[src/rtl/efg_pkg.sv]
package efg_pkg;

  typedef enum logic [3:0] {
    ST_IDLE, ST_PRE, ST_SFD, ST_DA, ST_SA, ST_VTAG,
    ST_LT, ST_PAY, ST_PAD, ST_FCS, ST_EXT, ST_GAP
  } seg_e;

  localparam int ADDR_BYTES  = 6;
  localparam int ADDR_W      = 8 * ADDR_BYTES;
  localparam int MIN_COVERED = 60;
  localparam int FCS_BYTES   = 4;

  localparam logic [7:0]  PRE_OCTET = 8'h55;
  localparam logic [7:0]  PRE_BAD   = 8'hAA;
  localparam logic [7:0]  SFD_OCTET = 8'hD5;
  localparam logic [15:0] VLAN_TPID = 16'h8100;
  localparam logic [31:0] CRC_REFL  = 32'hEDB88320;

  // one octet through the reflected CRC-32, LSB of the octet first
  function automatic logic [31:0] crc_step(input logic [31:0] c, input logic [7:0] b);
    logic [31:0] r;
    r = c ^ {24'h0, b};
    for (int k = 0; k < 8; k++)
      r = r[0] ? ((r >> 1) ^ CRC_REFL) : (r >> 1);
    return r;
  endfunction

  // fixed order of frame segments
  function automatic seg_e seg_succ(input seg_e s);
    case (s)
      ST_PRE:  return ST_SFD;
      ST_SFD:  return ST_DA;
      ST_DA:   return ST_SA;
      ST_SA:   return ST_VTAG;
      ST_VTAG: return ST_LT;
      ST_LT:   return ST_PAY;
      ST_PAY:  return ST_PAD;
      ST_PAD:  return ST_FCS;
      ST_FCS:  return ST_EXT;
      ST_EXT:  return ST_GAP;
      default: return ST_IDLE;
    endcase
  endfunction

endpackage

[src/rtl/efg_len_seq.sv]
module efg_len_seq #(
  parameter int LEN_W = 11
) (
  input  logic             clk,
  input  logic             rst,
  input  logic             advance,
  input  logic [LEN_W-1:0] len_start,
  input  logic [LEN_W-1:0] len_step,
  input  logic [LEN_W-1:0] len_max,
  output logic [LEN_W-1:0] cur_len
);
  logic             first_q;
  logic [LEN_W-1:0] len_q;
  logic [LEN_W:0]   sum;

  assign cur_len = first_q ? len_start : len_q;
  assign sum     = {1'b0, cur_len} + {1'b0, len_step};

  always_ff @(posedge clk) begin
    if (rst) begin
      first_q <= 1'b1;
      len_q   <= '0;
    end else if (advance) begin
      first_q <= 1'b0;
      len_q   <= (sum > {1'b0, len_max}) ? '0 : sum[LEN_W-1:0];
    end
  end


  len_wrap_chk: assert property (@(posedge clk) disable iff (rst)
    advance |=> (cur_len <= $past(len_max)));

endmodule

[src/rtl/efg_crc32.sv]
module efg_crc32 import efg_pkg::*; #(
  parameter int CRC_W = 32
) (
  input  logic             clk,
  input  logic             rst,
  input  logic             clear,
  input  logic             en,
  input  logic [7:0]       din,
  output logic [CRC_W-1:0] fcs_o
);
  logic [CRC_W-1:0] crc_q;

  always_ff @(posedge clk) begin
    if (rst || clear) crc_q <= '1;
    else if (en)      crc_q <= crc_step(crc_q, din);
  end

  assign fcs_o = ~crc_q;


  crc_seed_chk: assert property (@(posedge clk) disable iff (rst)
    clear |=> (fcs_o == '0));

endmodule

[src/rtl/efg_seq.sv]
module efg_seq import efg_pkg::*; #(
  parameter int PRE_W = 4,
  parameter int IPG_W = 8,
  parameter int LEN_W = 11
) (
  input  logic              clk,
  input  logic              rst,
  input  logic              start,
  input  logic [ADDR_W-1:0] dst_addr,
  input  logic [ADDR_W-1:0] src_addr,
  input  logic              addr_msb_first,
  input  logic [PRE_W-1:0]  preamble_len,
  input  logic [15:0]       type_override,
  input  logic              pad_en,
  input  logic              vlan_en,
  input  logic [15:0]       vlan_ctl,
  input  logic              err_payload,
  input  logic              err_preamble,
  input  logic              err_crc,
  input  logic              err_phy,
  input  logic              err_late_end,
  input  logic              data_only,
  input  logic [IPG_W-1:0]  ipg_len,
  input  logic [LEN_W-1:0]  pay_len,
  input  logic [31:0]       fcs_i,
  output logic              accept_o,
  output logic              ready_o,
  output logic              crc_en_o,
  output logic [7:0]        crc_oct_o,
  output logic [7:0]        oct_o,
  output logic              dv_o,
  output logic              er_o
);
  typedef struct packed {
    logic [ADDR_W-1:0] dst;
    logic [ADDR_W-1:0] src;
    logic              msb_first;
    logic [PRE_W-1:0]  pre_len;
    logic [15:0]       type_ovr;
    logic              pad_en;
    logic              vlan_en;
    logic [15:0]       vlan_ctl;
    logic              e_pay;
    logic              e_pre;
    logic              e_crc;
    logic              e_phy;
    logic              e_late;
    logic              data_only;
    logic [IPG_W-1:0]  ipg;
    logic [LEN_W-1:0]  len;
  } cfg_t;

  function automatic logic [LEN_W-1:0] pad_of(input cfg_t c);
    int hdr, tot;
    hdr = c.vlan_en ? 18 : 14;
    tot = hdr + int'(c.len);
    if (c.pad_en && !c.data_only && tot < MIN_COVERED) return LEN_W'(MIN_COVERED - tot);
    return '0;
  endfunction

  function automatic logic [LEN_W-1:0] seg_len(input seg_e s, input cfg_t c);
    case (s)
      ST_PRE:       return c.data_only ? '0 : LEN_W'(c.pre_len);
      ST_SFD:       return c.data_only ? '0 : LEN_W'(1);
      ST_DA, ST_SA: return LEN_W'(ADDR_BYTES);
      ST_VTAG:      return c.vlan_en ? LEN_W'(4) : '0;
      ST_LT:        return LEN_W'(2);
      ST_PAY:       return c.len;
      ST_PAD:       return pad_of(c);
      ST_FCS:       return c.data_only ? '0 : LEN_W'(FCS_BYTES);
      ST_EXT:       return c.e_late ? LEN_W'(1) : '0;
      default:      return LEN_W'(1);
    endcase
  endfunction

  // first segment at or after s0 that carries at least one octet
  function automatic seg_e settle(input seg_e s0, input cfg_t c);
    seg_e s;
    s = s0;
    for (int k = 0; k < 12; k++)
      if (s != ST_GAP && s != ST_IDLE && seg_len(s, c) == '0) s = seg_succ(s);
    return s;
  endfunction

  function automatic logic [7:0] addr_octet(input logic [ADDR_W-1:0] a,
                                            input logic [LEN_W-1:0] i, input logic msb);
    logic [7:0] r;
    int j;
    j = msb ? (ADDR_BYTES - 1 - int'(i)) : int'(i);
    r = '0;
    for (int k = 0; k < ADDR_BYTES; k++)
      if (k == j) r = a[8*k +: 8];
    return r;
  endfunction

  seg_e             state_q, nxt_state;
  logic [LEN_W-1:0] idx_q, cur_len;
  logic [IPG_W-1:0] gap_q;
  cfg_t             cfg_q, cfg_in;
  logic [15:0]      lt_val;
  logic [7:0]       oct_raw, oct_tx;

  always_comb begin
    cfg_in.dst       = dst_addr;
    cfg_in.src       = src_addr;
    cfg_in.msb_first = addr_msb_first;
    cfg_in.pre_len   = preamble_len;
    cfg_in.type_ovr  = type_override;
    cfg_in.pad_en    = pad_en;
    cfg_in.vlan_en   = vlan_en;
    cfg_in.vlan_ctl  = vlan_ctl;
    cfg_in.e_pay     = err_payload;
    cfg_in.e_pre     = err_preamble;
    cfg_in.e_crc     = err_crc;
    cfg_in.e_phy     = err_phy;
    cfg_in.e_late    = err_late_end;
    cfg_in.data_only = data_only;
    cfg_in.ipg       = ipg_len;
    cfg_in.len       = pay_len;
  end

  assign cur_len   = seg_len(state_q, cfg_q);
  assign nxt_state = settle(seg_succ(state_q), cfg_q);
  assign lt_val    = (cfg_q.type_ovr != 16'h0) ? cfg_q.type_ovr : 16'(cfg_q.len);

  always_comb begin
    oct_raw = 8'h00;
    oct_tx  = 8'h00;
    case (state_q)
      ST_PRE: oct_tx = cfg_q.e_pre ? PRE_BAD : PRE_OCTET;
      ST_SFD: oct_tx = SFD_OCTET;
      ST_DA:  oct_raw = addr_octet(cfg_q.dst, idx_q, cfg_q.msb_first);
      ST_SA:  oct_raw = addr_octet(cfg_q.src, idx_q, cfg_q.msb_first);
      ST_VTAG: begin
        case (idx_q[1:0])
          2'd0:    oct_raw = VLAN_TPID[15:8];
          2'd1:    oct_raw = VLAN_TPID[7:0];
          2'd2:    oct_raw = cfg_q.vlan_ctl[15:8];
          default: oct_raw = cfg_q.vlan_ctl[7:0];
        endcase
      end
      ST_LT:  oct_raw = (idx_q == '0) ? lt_val[15:8] : lt_val[7:0];
      ST_PAY: oct_raw = idx_q[7:0];
      ST_FCS: oct_tx = 8'(fcs_i >> {idx_q[1:0], 3'b000}) ^ {8{cfg_q.e_crc}};
      default: ;
    endcase
    if (state_q inside {ST_DA, ST_SA, ST_VTAG, ST_LT, ST_PAD}) oct_tx = oct_raw;
    if (state_q == ST_PAY)
      oct_tx = (cfg_q.e_pay && idx_q == cfg_q.len - 1'b1) ? ~oct_raw : oct_raw;
  end

  assign dv_o      = !(state_q inside {ST_IDLE, ST_GAP});
  assign er_o      = dv_o && cfg_q.e_phy;
  assign oct_o     = oct_tx;
  assign crc_en_o  = state_q inside {ST_DA, ST_SA, ST_VTAG, ST_LT, ST_PAY, ST_PAD};
  assign crc_oct_o = oct_raw;
  assign ready_o   = (state_q == ST_IDLE) || (state_q == ST_GAP && gap_q <= IPG_W'(1));
  assign accept_o  = ready_o && start;

  always_ff @(posedge clk) begin
    if (rst) begin
      state_q <= ST_IDLE;
      idx_q   <= '0;
      gap_q   <= '0;
      cfg_q   <= '0;
    end else if (accept_o) begin
      cfg_q   <= cfg_in;
      state_q <= settle(ST_PRE, cfg_in);
      idx_q   <= '0;
    end else if (state_q == ST_GAP) begin
      if (gap_q <= IPG_W'(1)) state_q <= ST_IDLE;
      else                    gap_q   <= gap_q - 1'b1;
    end else if (state_q != ST_IDLE) begin
      if (idx_q == cur_len - 1'b1) begin
        idx_q   <= '0;
        state_q <= nxt_state;
        if (nxt_state == ST_GAP) gap_q <= cfg_q.ipg;
      end else begin
        idx_q <= idx_q + 1'b1;
      end
    end
  end


  sfd_then_addr_chk: assert property (@(posedge clk) disable iff (rst)
    (state_q == ST_SFD) |=> (state_q == ST_DA));


  gap_hold_chk: assert property (@(posedge clk) disable iff (rst)
    (state_q == ST_GAP && gap_q > IPG_W'(1)) |=> (state_q == ST_GAP));


  fcs_four_chk: assert property (@(posedge clk) disable iff (rst)
    (state_q == ST_FCS && idx_q == LEN_W'(FCS_BYTES - 1)) |=> (state_q != ST_FCS));

endmodule

[src/rtl/eth_frame_gen.sv]
module eth_frame_gen import efg_pkg::*; #(
  parameter int PRE_W = 4,
  parameter int IPG_W = 8,
  parameter int LEN_W = 11
) (
  input  logic              clk,
  input  logic              rst,
  input  logic              start,
  input  logic [47:0]       dst_addr,
  input  logic [47:0]       src_addr,
  input  logic              addr_msb_first,
  input  logic [PRE_W-1:0]  preamble_len,
  input  logic [LEN_W-1:0]  len_start,
  input  logic [LEN_W-1:0]  len_step,
  input  logic [LEN_W-1:0]  len_max,
  input  logic [15:0]       type_override,
  input  logic              pad_en,
  input  logic              vlan_en,
  input  logic [15:0]       vlan_ctl,
  input  logic              err_payload,
  input  logic              err_preamble,
  input  logic              err_crc,
  input  logic              err_phy,
  input  logic              err_late_end,
  input  logic              data_only,
  input  logic [IPG_W-1:0]  ipg_len,
  output logic              ready,
  output logic [7:0]        tx_d,
  output logic              tx_dv,
  output logic              tx_er
);
  logic [LEN_W-1:0] pay_len;
  logic [31:0]      fcs;
  logic             accept_w, crc_en, dv_w, er_w;
  logic [7:0]       crc_oct, oct_w;

  efg_len_seq #(.LEN_W(LEN_W)) u_len (
    .clk(clk), .rst(rst), .advance(accept_w),
    .len_start(len_start), .len_step(len_step), .len_max(len_max),
    .cur_len(pay_len)
  );

  efg_crc32 #(.CRC_W(32)) u_crc (
    .clk(clk), .rst(rst), .clear(accept_w), .en(crc_en),
    .din(crc_oct), .fcs_o(fcs)
  );

  efg_seq #(.PRE_W(PRE_W), .IPG_W(IPG_W), .LEN_W(LEN_W)) u_seq (
    .clk(clk), .rst(rst), .start(start),
    .dst_addr(dst_addr), .src_addr(src_addr), .addr_msb_first(addr_msb_first),
    .preamble_len(preamble_len), .type_override(type_override),
    .pad_en(pad_en), .vlan_en(vlan_en), .vlan_ctl(vlan_ctl),
    .err_payload(err_payload), .err_preamble(err_preamble), .err_crc(err_crc),
    .err_phy(err_phy), .err_late_end(err_late_end), .data_only(data_only),
    .ipg_len(ipg_len), .pay_len(pay_len), .fcs_i(fcs),
    .accept_o(accept_w), .ready_o(ready), .crc_en_o(crc_en), .crc_oct_o(crc_oct),
    .oct_o(oct_w), .dv_o(dv_w), .er_o(er_w)
  );

  always_ff @(posedge clk) begin
    if (rst) begin
      tx_d  <= 8'h00;
      tx_dv <= 1'b0;
      tx_er <= 1'b0;
    end else begin
      tx_d  <= oct_w;
      tx_dv <= dv_w;
      tx_er <= er_w;
    end
  end


  launch_latency_chk: assert property (@(posedge clk) disable iff (rst)
    $rose(tx_dv) |-> $past(accept_w, 2));


  er_within_dv_chk: assert property (@(posedge clk) disable iff (rst)
    tx_er |-> tx_dv);

endmodule

[config.mk]
export PLATFORM = sky130hd
export DESIGN_NAME = eth_frame_gen
export DESIGN_NICKNAME = d
export VERILOG_FILES = /design/src/rtl/efg_pkg.sv /design/src/rtl/efg_len_seq.sv /design/src/rtl/efg_crc32.sv /design/src/rtl/efg_seq.sv /design/src/rtl/eth_frame_gen.sv
export SDC_FILE = /design/constraint.sdc
export NUM_CORES = 1
export LEC_CHECK = 0
export ABC_AREA = 1
export BUFFER_PORTS_ARGS = -buffer_cell sky130_fd_sc_hd__buf_2
export CAP_MARGIN = 20
export CORE_MARGIN = 10
export CORE_UTILIZATION = 43
export CTS_CLUSTER_SIZE = 30
export DETAILED_ROUTE_END_ITERATION = 8
export SYNTH_ARGS = -nofsm -noshare
export SYNTH_HDL_FRONTEND = slang
export SYNTH_SLANG_ARGS = --single-unit
[constraint.sdc]
create_clock -name clk -period 25.8 [get_ports clk]
set_input_delay 3.87 -clock clk [delete_from_list [all_inputs] [get_ports clk]]
set_output_delay 3.87 -clock clk [all_outputs]
set_load 0.02 [all_outputs]
# Word-level counts from Yosys, hierarchy flattened
# Memory sizes are Yosys's and may differ from the RTL's. A register that Yosys moved wholly into a read port is not among the register bits.
# Cells that the tools add are included.
[op_classes]
eq_ne = 276
order_cmp = 4
addsub = 10
n_reduce_logical = 148
shifts = 1
bitwise_logic = 14
n_mux = 225
[op_table]
columns = ["operator", "n"]
rows = [
  ["$pmux W11 S9", 24],
  ["$mux W11", 53],
  ["$eq A4 B3 Y1 const B", 96],
  ["$eq A4 B4 Y1 const B", 74],
  ["$mux W32", 9],
  ["$logic_not A11 Y1", 25],
  ["$mux W4", 54],
  ["$eq A4 B2 Y1 const B", 48],
  ["$mux W8", 22],
  ["$not A13 Y14", 8],
  ["$eq A4 B1 Y1 const B", 24],
  ["$reduce_bool A4 Y1", 24],
  ["$ne A4 B4 Y1 const B", 23],
  ["$eq A3 B32 Y1 const A", 2],
  ["$eq A4 B32 Y1 const A", 2],
  ["$lt A32 B7 Y1 const B", 2],
  ["$logic_and A1 B1 Y1", 54],
  ["$mux W1", 52],
  ["$reduce_or A2 Y1", 25],
  ["$pmux W8 S3", 2],
  ["$pmux W8 S5", 1],
  ["$eq A2 B32 Y1 const A", 1],
  ["$logic_not A32 Y1", 1],
  ["$not A32 Y32", 1],
  ["other kinds (35)", 51],
]
[totals]
register_bits = 237
elab_cells = 727
memories = 24
inputBits = 185
mem_bits_ro = 1536
output_inout_bits = 11
[memory_table]
columns = ["memory", "words", "word_bits", "rd", "rd_ports_with_merged_regs", "write_ports", "line", "rtl"]
rows = [
  ["(no name shown)", 16, 4, 1, 1, 0, "efg_pkg.sv:30", "case (s)"],
  ["(no name shown)", 16, 4, 1, 0, 0, "efg_pkg.sv:30", ""],
  ["(no name shown)", 16, 4, 1, 0, 0, "efg_pkg.sv:30", ""],
  ["(no name shown)", 16, 4, 1, 0, 0, "efg_pkg.sv:30", ""],
  ["(no name shown)", 16, 4, 1, 0, 0, "efg_pkg.sv:30", ""],
  ["(no name shown)", 16, 4, 1, 0, 0, "efg_pkg.sv:30", ""],
  ["+18 memories", "n/a", "n/a", "n/a", "n/a", "n/a", "n/a", ""],
]

# Longest topological paths before layout
# Gate-level depths: netlist of run 1.
[logic_depth]
depth_word = 154
ltp_mapped = 151
ltp_nobuf = 150

# By module
# Synthesis of run 1 repeated with hierarchy kept, for this count alone.
[unflattened]
hier_cells = 3297
area_unflattened_um2 = 20921.3
[modules_own_cells]
columns = ["mod", "cells_per_inst", "area_each_um2", "instances", "seq_area_each_um2"]
rows = [
  ["efg_seq", 2627, 16588.4, 1, 3743.6],
  ["efg_crc32", 413, 2492.4, 1, 640.6],
  ["efg_len_seq", 226, 1554.0, 1, 240.2],
  ["eth_frame_gen", 31, 286.5, 1, 200.2],
]

# Worst setup path after synthesis of run 1
# No wires, ideal clock.
[synth_timing]
kind = "reg2reg"
start = "reg u_seq.cfg_q[1] (netlist name)"
end = "reg with a tool-made name"
required_time_ns = 25.684
setup_ns = 0.116
n_path_buf = 0
stages_incl_launch_ff = 132
period_less_slack_ns = 17.869
setup_slack_ns = 7.931
arrival_time_ns = 17.753
cell_sequence = "dfxtp_1 > inv_1 > fa_1 > inv_1 > nand3_1 > inv_1 > nand3_1 > nand2_1 > nor2_1 > o211ai_1 > nand2_1 > nand2_2 > nand3_4 > inv_1 > o21ai_0 > inv_1 > ha_1 > inv_1 > (+96 left out) > inv_1 > ha_1 > or2_2 > nand3_1 > nand2_1 > nor2_1 > nand2_1 > nor2_4 > nand2_2 > nand2_1 > nand2_1 > o21ai_1 > nand3_1 > a21oi_1 > ha_1 > inv_1 > o21ai_0 > nor2_1"
[synth_lines]
columns = ["element", "line", "rtl"]
rows = [
  ["start, declared", "efg_seq.sv:99", "cfg_t cfg_q, cfg_in;"],
  ["start signal, assigned", "efg_seq.sv:167", "cfg_q <= cfg_in;"],
]

==> results of run 1 <==
[state kept, by name, indices dropped and copies added, names as in the netlist, 4 cells and up, named ones only]
| name | count |
|---|---|
| u_seq.cfg_q | 160 |
| u_crc.crc_q | 32 |
| u_len.len_q | 11 |
| u_seq.idx_q | 11 |
| tx_d | 8 |
| u_seq.gap_q | 8 |
| u_seq.state_q | 4 |
[through the flow]
step	hold WS, ns	utilization (%)	worst slack (ns)
floorplan	0.424	-	7.93
global placement	0.436	46.5	5.70
detailed placement	0.442	46.5	4.90
CTS	0.451	48.5	4.84
global route	0.469	48.6	2.33
finish	0.447	48.6	4.66
[tightest hold or removal path, stage by stage, from the launching register on]
cell	delay, ns
sky130_fd_sc_hd__dfxtp_1	0.30
sky130_fd_sc_hd__inv_1	0.05
sky130_fd_sc_hd__a21oi_1	0.05
[layer usage]
metal	wire, um	vias up	GRT usage, %
li1	-	10121	-
met1	30400	9488	30.4
met2	30600	608	37.7
met3	4080	119	3.35
met4	1730	0	6.18
met5	0	-	0
[final timing paths]
path | startpoint | end | depth (start not counted)
max reg2reg | u_seq.cfg_q[1]$_SDFFE_PP0P_ | register | 132
min reg2reg | u_seq.cfg_q[136]$_SDFFE_PP0P_ | u_seq.cfg_q[136]$_SDFFE_PP0P_ | 2
min | u_seq.cfg_q[136]$_SDFFE_PP0P_ | u_seq.cfg_q[136]$_SDFFE_PP0P_ | 2
max | u_seq.cfg_q[1]$_SDFFE_PP0P_ | register | 132
[cell families (layout without fill, tap and decap cells)]
family	Yosys count	in the layout	synth area share, %
compound gates	696	696	20.2
simple gates	1301	1301	32.0
buf+inv	500	645	10.2
fa+ha+maj	126	126	8.04
xor+xnor	120	120	5.28
mux	1	1	0.0503
flops	241	241	24.3
[cells in the mapped netlist (all sizes together) (2+ instances only)]
cell / instances
and3: 2
ha: 123
a32o: 3
nand3: 197
a31oi: 5
a21oi: 187
o32ai: 9
clkbuf: 103
a211oi: 9
nand3b: 16
o311ai: 2
nor4: 11
xnor2: 22
nor2: 431
o21bai: 7
o221ai: 25
o22ai: 9
clkinv: 5
dfxtp: 241
nor3: 16
or2: 15
fa: 3
a41oi: 7
o21a: 16
a2111oi: 9
o21ai: 345
o211ai: 40
inv: 375
xor2: 98
buf: 15
o2111ai: 8
a221oi: 5
o31ai: 3
nand4: 50
nand2: 561
[cell type report]
cell class | count | share of cell area [%]
inverters | 380 | 6.49
repair buffers | 215 | 5.18
clock buffers | 36 | 3.43
well taps | 600 | 3.39
clock inverters | 14 | 0.695
multi-input cells | 2244 | 59.0
flip-flops and latches | 241 | 21.8
==> impl_metrics.prom, run 1 <==
# TYPE chip_impl_metric gauge
chip_impl_info{name="yosysTopAreaCell",value="sky130_fd_sc_hd__dfxtp_1"} 1
chip_impl_metric{name="timing.final.crit_share",unit="%"} 81.9
chip_impl_metric{name="layoutNonFillerInstCount",unit=""} 3730
chip_impl_metric{name="postSynthNetCount",unit=""} 3296
chip_impl_info{name="layout_commonest_cell",value="sky130_fd_sc_hd__nand2_1"} 1
chip_impl_metric{name="first_pass_grt_wire_length",unit="um"} 106000
chip_impl_metric{name="cts-hold-fix-buffers",unit=""} 0
chip_impl_metric{name="synth_enable_flop_cells",unit=""} 0
chip_impl_metric{name="cp.arrival",unit="ns"} 21.59
chip_impl_metric{name="placement.io_buffers",unit=""} 195
chip_impl_metric{name="register_area",unit="um^2"} 4820
chip_impl_metric{name="cts_post_setup_buffers_inserted",unit=""} 0
chip_impl_metric{name="floorplan.core_area",unit="um^2"} 45600
chip_impl_metric{name="fin_area",unit="um^2"} 22100
chip_impl_metric{name="areaGrowthSynthToFinish",unit="%"} 11.3
chip_impl_metric{name="place_area",unit="um^2"} 21200
chip_impl_metric{name="grt_util_all_layers",unit="%"} 22.8
chip_impl_metric{name="totalNegativeSetupSlack",unit="ns"} 0
chip_impl_metric{name="finalNetCount",unit=""} 3420
chip_impl_metric{name="placed_cells",unit=""} 3678
chip_impl_metric{name="cap_viol_max_count",unit=""} 0
chip_impl_metric{name="die_boundary_width",unit="um"} 235
chip_impl_info{name="root_buffer",value="sky130_fd_sc_hd__clkbuf_16"} 1
chip_impl_metric{name="ff2ff_setup_slack",unit="ns"} 4.66
chip_impl_info{name="grt_setup_unrepaired",value="false"} 1
chip_impl_metric{name="cts_htree_levels",unit=""} 1
chip_impl_metric{name="via_per_inst",unit=""} 5.45
chip_impl_metric{name="area_enclosed_by_the_die_boundary",unit="um^2"} 55300
chip_impl_metric{name="overflow",unit=""} 0
chip_impl_info{name="mostFrequentLayoutCells",value="sky130_fd_sc_hd__nand2_1, sky130_fd_sc_hd__nor2_1, sky130_fd_sc_hd__inv_1"} 1
chip_impl_metric{name="synth_top_cell_area_share",unit="%"} 24.3
chip_impl_metric{name="slew_viol_final",unit=""} 0
chip_impl_metric{name="number_of_instances_resized_during_post_cts_repair",unit=""} 0
chip_impl_metric{name="netlist_instances",unit=""} 2985
chip_impl_metric{name="hold_violations",unit=""} 0
chip_impl_metric{name="worst_slew_pin_slew",unit="ns"} 1.10
chip_impl_metric{name="grt_start_max_net_pins",unit=""} 129
chip_impl_info{name="setup.worst_path.class",value="register to register"} 1
chip_impl_metric{name="final_wl",unit="um"} 66800
chip_impl_metric{name="clk-insertion-delay-late",unit="ns"} 0.57
chip_impl_info{name="critPathSlowestCell",value="sky130_fd_sc_hd__dfxtp_1"} 1
chip_impl_metric{name="synthesis.area",unit="um^2"} 19900
chip_impl_metric{name="cts_made_buffers",unit=""} 27
chip_impl_metric{name="chipHeight",unit="um"} 235
chip_impl_metric{name="insertedDiodeCount",unit=""} 0
chip_impl_metric{name="io_pins",unit=""} 196
chip_impl_metric{name="tritoncts_num_sinks",unit=""} 241
chip_impl_metric{name="async_flop_share",unit="%"} 0
chip_impl_metric{name="final.min_clock_period",unit="ns"} 21.14
chip_impl_info{name="ys.flop_type",value="sky130_fd_sc_hd__dfxtp_1"} 1
chip_impl_metric{name="ctsLongestPathBuffers",unit=""} 3
chip_impl_info{name="path_common_cell",value="sky130_fd_sc_hd__inv_1"} 1
chip_impl_metric{name="setup_viol",unit=""} 0
chip_impl_metric{name="critical_path_peak_fanout",unit=""} 9
chip_impl_metric{name="drive_above_1_share",unit="%"} 15.6
chip_impl_metric{name="post_synth_num_cell_types",unit=""} 71
chip_impl_metric{name="fp-row-count",unit=""} 78
chip_impl_metric{name="place.gp.congestion",unit=""} 0.946
chip_impl_metric{name="ys_warn_count",unit=""} 0
chip_impl_metric{name="postRouteAntennaNets",unit=""} 0
chip_impl_metric{name="cp_slowest_stage_delay",unit="ns"} 0.60
chip_impl_metric{name="yosysSeqAreaShare",unit="%"} 24.3
chip_impl_metric{name="dr_total_vias",unit=""} 20336
chip_impl_metric{name="yosys_reg_bits",unit=""} 241
chip_impl_metric{name="vias_in_the_first_global_route",unit=""} 19498
chip_impl_metric{name="drc",unit=""} 0
chip_impl_metric{name="timing.clock.skew",unit="ns"} 0.0177
chip_impl_info{name="start_kind",value="register"} 1
chip_impl_metric{name="slew_headroom",unit="%"} 26.9
chip_impl_metric{name="post_drt_wl_per_cell",unit="um"} 17.9
chip_impl_metric{name="max_freq",unit="MHz"} 47.3
chip_impl_metric{name="dr.pass1.iters",unit=""} 6
chip_impl_info{name="leading_cell_types_by_total_area_after_synthesis",value="sky130_fd_sc_hd__dfxtp_1, sky130_fd_sc_hd__nand2_1, sky130_fd_sc_hd__o21ai_0, sky130_fd_sc_hd__ha_1, sky130_fd_sc_hd__nor2_1"} 1
chip_impl_metric{name="multiInputGateArea",unit="um^2"} 13100
chip_impl_metric{name="critPathRequiredTime",unit="ns"} 26.25
chip_impl_metric{name="synth_area_per_cell",unit="um^2"} 6.66
chip_impl_info{name="endpoint_kind",value="register"} 1
chip_impl_metric{name="number_of_antenna_violations_at_the_first_check_in_global_routing",unit=""} 0
chip_impl_metric{name="hpwl",unit="um"} 51100
chip_impl_info{name="tritoncts",value="yes"} 1
chip_impl_info{name="cp_top_family",value="simple AND/OR/NAND/NOR gates"} 1
chip_impl_metric{name="worstPathBufferInverterCount",unit=""} 24
chip_impl_metric{name="worst_setup_hold_path_clk_slew",unit="ns"} 0.06
chip_impl_metric{name="floorplan.initialDensity",unit="%"} 43.6
chip_impl_metric{name="fillerInstances",unit=""} 4666
chip_impl_metric{name="drt_first_iter_violations",unit=""} 1576
chip_impl_info{name="holdCritPathClass",value="register to register"} 1
chip_impl_info{name="run_status",value="finished, final reports clean"} 1
Power of run 1 is not shown: default switching activity piles up to over one toggle a cycle in this logic, so the estimate is an artifact.
==> inputs of run 2 (changes only) <==
==> constraint.sdc (replaced) <==
create_clock -name clk -period 17 [get_ports clk]
set_input_delay 2.55 -clock clk [delete_from_list [all_inputs] [get_ports clk]]
set_output_delay 2.55 -clock clk [all_outputs]
set_load 0.02 [all_outputs]
==> impl_metrics.prom, run 2 (synthesis results as in run 1) <==
# TYPE chip_impl_metric gauge
chip_impl_info{name="run_status",value="finished, final reports clean"} 1
chip_impl_metric{name="placed_cells",unit=""} 3740
chip_impl_info{name="endpoint_kind",value="register"} 1
chip_impl_metric{name="fillerInstances",unit=""} 4535
chip_impl_metric{name="number_of_antenna_violations_at_the_first_check_in_global_routing",unit=""} 0
chip_impl_info{name="worst_hold_path_startpoint",value="u_seq.cfg_q[91]$_SDFFE_PP0P_"} 1
chip_impl_metric{name="area_enclosed_by_the_die_boundary",unit="um^2"} 55300
chip_impl_metric{name="layoutNonFillerInstCount",unit=""} 3830
chip_impl_info{name="start_kind",value="register"} 1
chip_impl_metric{name="insertedDiodeCount",unit=""} 0
chip_impl_metric{name="final.min_clock_period",unit="ns"} 16.10
chip_impl_metric{name="ctsLongestPathBuffers",unit=""} 3
chip_impl_metric{name="post_drt_wl_per_cell",unit="um"} 17.7
chip_impl_metric{name="hpwl",unit="um"} 51800
chip_impl_metric{name="worst_slew_pin_slew",unit="ns"} 1.08
chip_impl_metric{name="floorplan.core_area",unit="um^2"} 45600
chip_impl_metric{name="areaGrowthSynthToFinish",unit="%"} 19.1
chip_impl_info{name="crit_reg_reg_startpoint",value="u_seq.cfg_q[2]$_SDFFE_PP0P_"} 1
chip_impl_metric{name="cp_slowest_stage_delay",unit="ns"} 0.45
chip_impl_info{name="root_buffer",value="sky130_fd_sc_hd__clkbuf_16"} 1
chip_impl_metric{name="hold_depth",unit=""} 2
chip_impl_metric{name="die_boundary_width",unit="um"} 235
chip_impl_metric{name="via_per_inst",unit=""} 5.41
chip_impl_metric{name="tritoncts_num_sinks",unit=""} 241
chip_impl_metric{name="drc",unit=""} 0
chip_impl_info{name="whs_endpoint",value="u_seq.cfg_q[91]$_SDFFE_PP0P_"} 1
chip_impl_info{name="layout_commonest_cell",value="sky130_fd_sc_hd__nand2_1"} 1
chip_impl_metric{name="vias_in_the_first_global_route",unit=""} 19558
chip_impl_metric{name="fp-row-count",unit=""} 78
chip_impl_metric{name="cts_htree_levels",unit=""} 1
chip_impl_info{name="critPathSlowestCell",value="sky130_fd_sc_hd__fa_2"} 1
chip_impl_metric{name="final_wl",unit="um"} 68000
chip_impl_metric{name="overflow",unit=""} 0
chip_impl_metric{name="postRouteAntennaNets",unit=""} 0
chip_impl_metric{name="io_pins",unit=""} 196
chip_impl_metric{name="slew_headroom",unit="%"} 28.3
chip_impl_info{name="holdCritPathClass",value="register to register"} 1
chip_impl_metric{name="critical_path_peak_fanout",unit=""} 6
chip_impl_metric{name="dr_total_vias",unit=""} 20729
chip_impl_info{name="largest_registers",value="u_seq.cfg_q x160, u_crc.crc_q x32"} 1
chip_impl_info{name="setup.worst_path.class",value="register to register"} 1
chip_impl_metric{name="largest_register_ffs",unit=""} 160
chip_impl_metric{name="cap_viol_max_count",unit=""} 0
chip_impl_metric{name="chipHeight",unit="um"} 235
chip_impl_metric{name="depth_of_the_worst_register_to_register_path",unit=""} 135
chip_impl_info{name="register_with_the_highest_flop_count",value="u_seq.cfg_q"} 1
chip_impl_metric{name="max_freq",unit="MHz"} 62.1
chip_impl_metric{name="cp.arrival",unit="ns"} 16.55
chip_impl_metric{name="grt_util_all_layers",unit="%"} 22.7
chip_impl_metric{name="hold_violations",unit=""} 0
chip_impl_metric{name="timing.final.crit_share",unit="%"} 94.7
chip_impl_metric{name="floorplan.initialDensity",unit="%"} 43.6
chip_impl_info{name="tritoncts",value="yes"} 1
chip_impl_metric{name="critPathRequiredTime",unit="ns"} 17.45
chip_impl_metric{name="cts_made_buffers",unit=""} 27
chip_impl_metric{name="ff2ff_setup_slack",unit="ns"} 0.90
chip_impl_info{name="mostFrequentLayoutCells",value="sky130_fd_sc_hd__nand2_1, sky130_fd_sc_hd__nor2_1, sky130_fd_sc_hd__inv_1"} 1
chip_impl_metric{name="clk-insertion-delay-late",unit="ns"} 0.57
chip_impl_metric{name="dr.pass1.iters",unit=""} 5
chip_impl_metric{name="grt_start_max_net_pins",unit=""} 143
chip_impl_metric{name="setup_viol",unit=""} 0
chip_impl_metric{name="drive_above_1_share",unit="%"} 23.1
chip_impl_metric{name="finalNetCount",unit=""} 3525
chip_impl_metric{name="drt_first_iter_violations",unit=""} 1445
chip_impl_metric{name="first_pass_grt_wire_length",unit="um"} 105000
chip_impl_metric{name="place.gp.congestion",unit=""} 0.937
chip_impl_metric{name="timing.clock.skew",unit="ns"} 0.0251
chip_impl_metric{name="slew_viol_final",unit=""} 0
chip_impl_metric{name="placement.io_buffers",unit=""} 195
chip_impl_metric{name="worst_setup_hold_path_clk_slew",unit="ns"} 0.06
run 2: metal layers:
layer / vias up / global-route usage [%] / wire, um
li1: 10343 / - / -
met1: 9683 / 29.6 / 30800
met2: 580 / 38.5 / 32100
met3: 123 / 2.70 / 3160
met4: 0 / 6.35 / 1970
met5: - / 0 / 0
run 2: area by class of cell:
| type | count | area [um^2] | share of cell area [%] |
|---|---|---|---|
| Timing Repair Buffer | 320 | 1950 | 8.22 |
| Tap cell | 600 | 751 | 3.17 |
| Sequential cell | 241 | 4830 | 20.4 |
| Inverter | 380 | 1460 | 6.15 |
| Multi-Input combinational cell | 2244 | 13900 | 58.5 |
| Clock inverter | 5 | 67.6 | 0.285 |
| Clock buffer | 40 | 774 | 3.27 |
run 2: per-stage QoR:
step	worst slack, ns	util [%]	TNS [ns]	instance area [um^2]	hold WS (ns)
after floorplan	0.0145	-	0	19900	0.424
after global placement	-0.0485	47.5	-0.0485	21700	0.434
after detailed placement	-0.732	47.5	-6.91	21700	0.439
after CTS	0.0275	49.6	0	22600	0.448
after global routing	-0.213	52.0	-1.19	23700	0.465
final	0.897	52.0	0	23700	0.449
run 2: repair_timing:
item / in CTS / in global routing
resized for setup: 15 / 222
pin swaps: 10 / 77
hold buffers: 0 / 0
endpoints found under the setup margin: 16 / 16
hold endpoints to repair: 0 / 0
buffers inserted: 7 / 37
run 2: worst max-delay path: cells and delay by family (launching register included):
family          cells  cell delay [ns]
fa+ha+maj          13             2.59
compound gates     21             3.21
buf+inv            23             1.98
simple gates       78             7.78
flops               1             0.36
run 2: worst max-delay path by stage:
stage                            startpoint  cells past startpoint        to
2_1_floorplan   u_seq.cfg_q[1]$_SDFFE_PP0P_                    134  register
3_3_place_gp    u_seq.cfg_q[2]$_SDFFE_PP0P_                    140  register
3_5_place_dp   u_seq.cfg_q[41]$_SDFFE_PP0P_                    137  register
4_1_cts         u_seq.cfg_q[2]$_SDFFE_PP0P_                    140  register
5_1_grt        u_seq.cfg_q[41]$_SDFFE_PP0P_                    139  register
6_report        u_seq.cfg_q[2]$_SDFFE_PP0P_                    135  register
Power of run 2 is left out for the same reason.
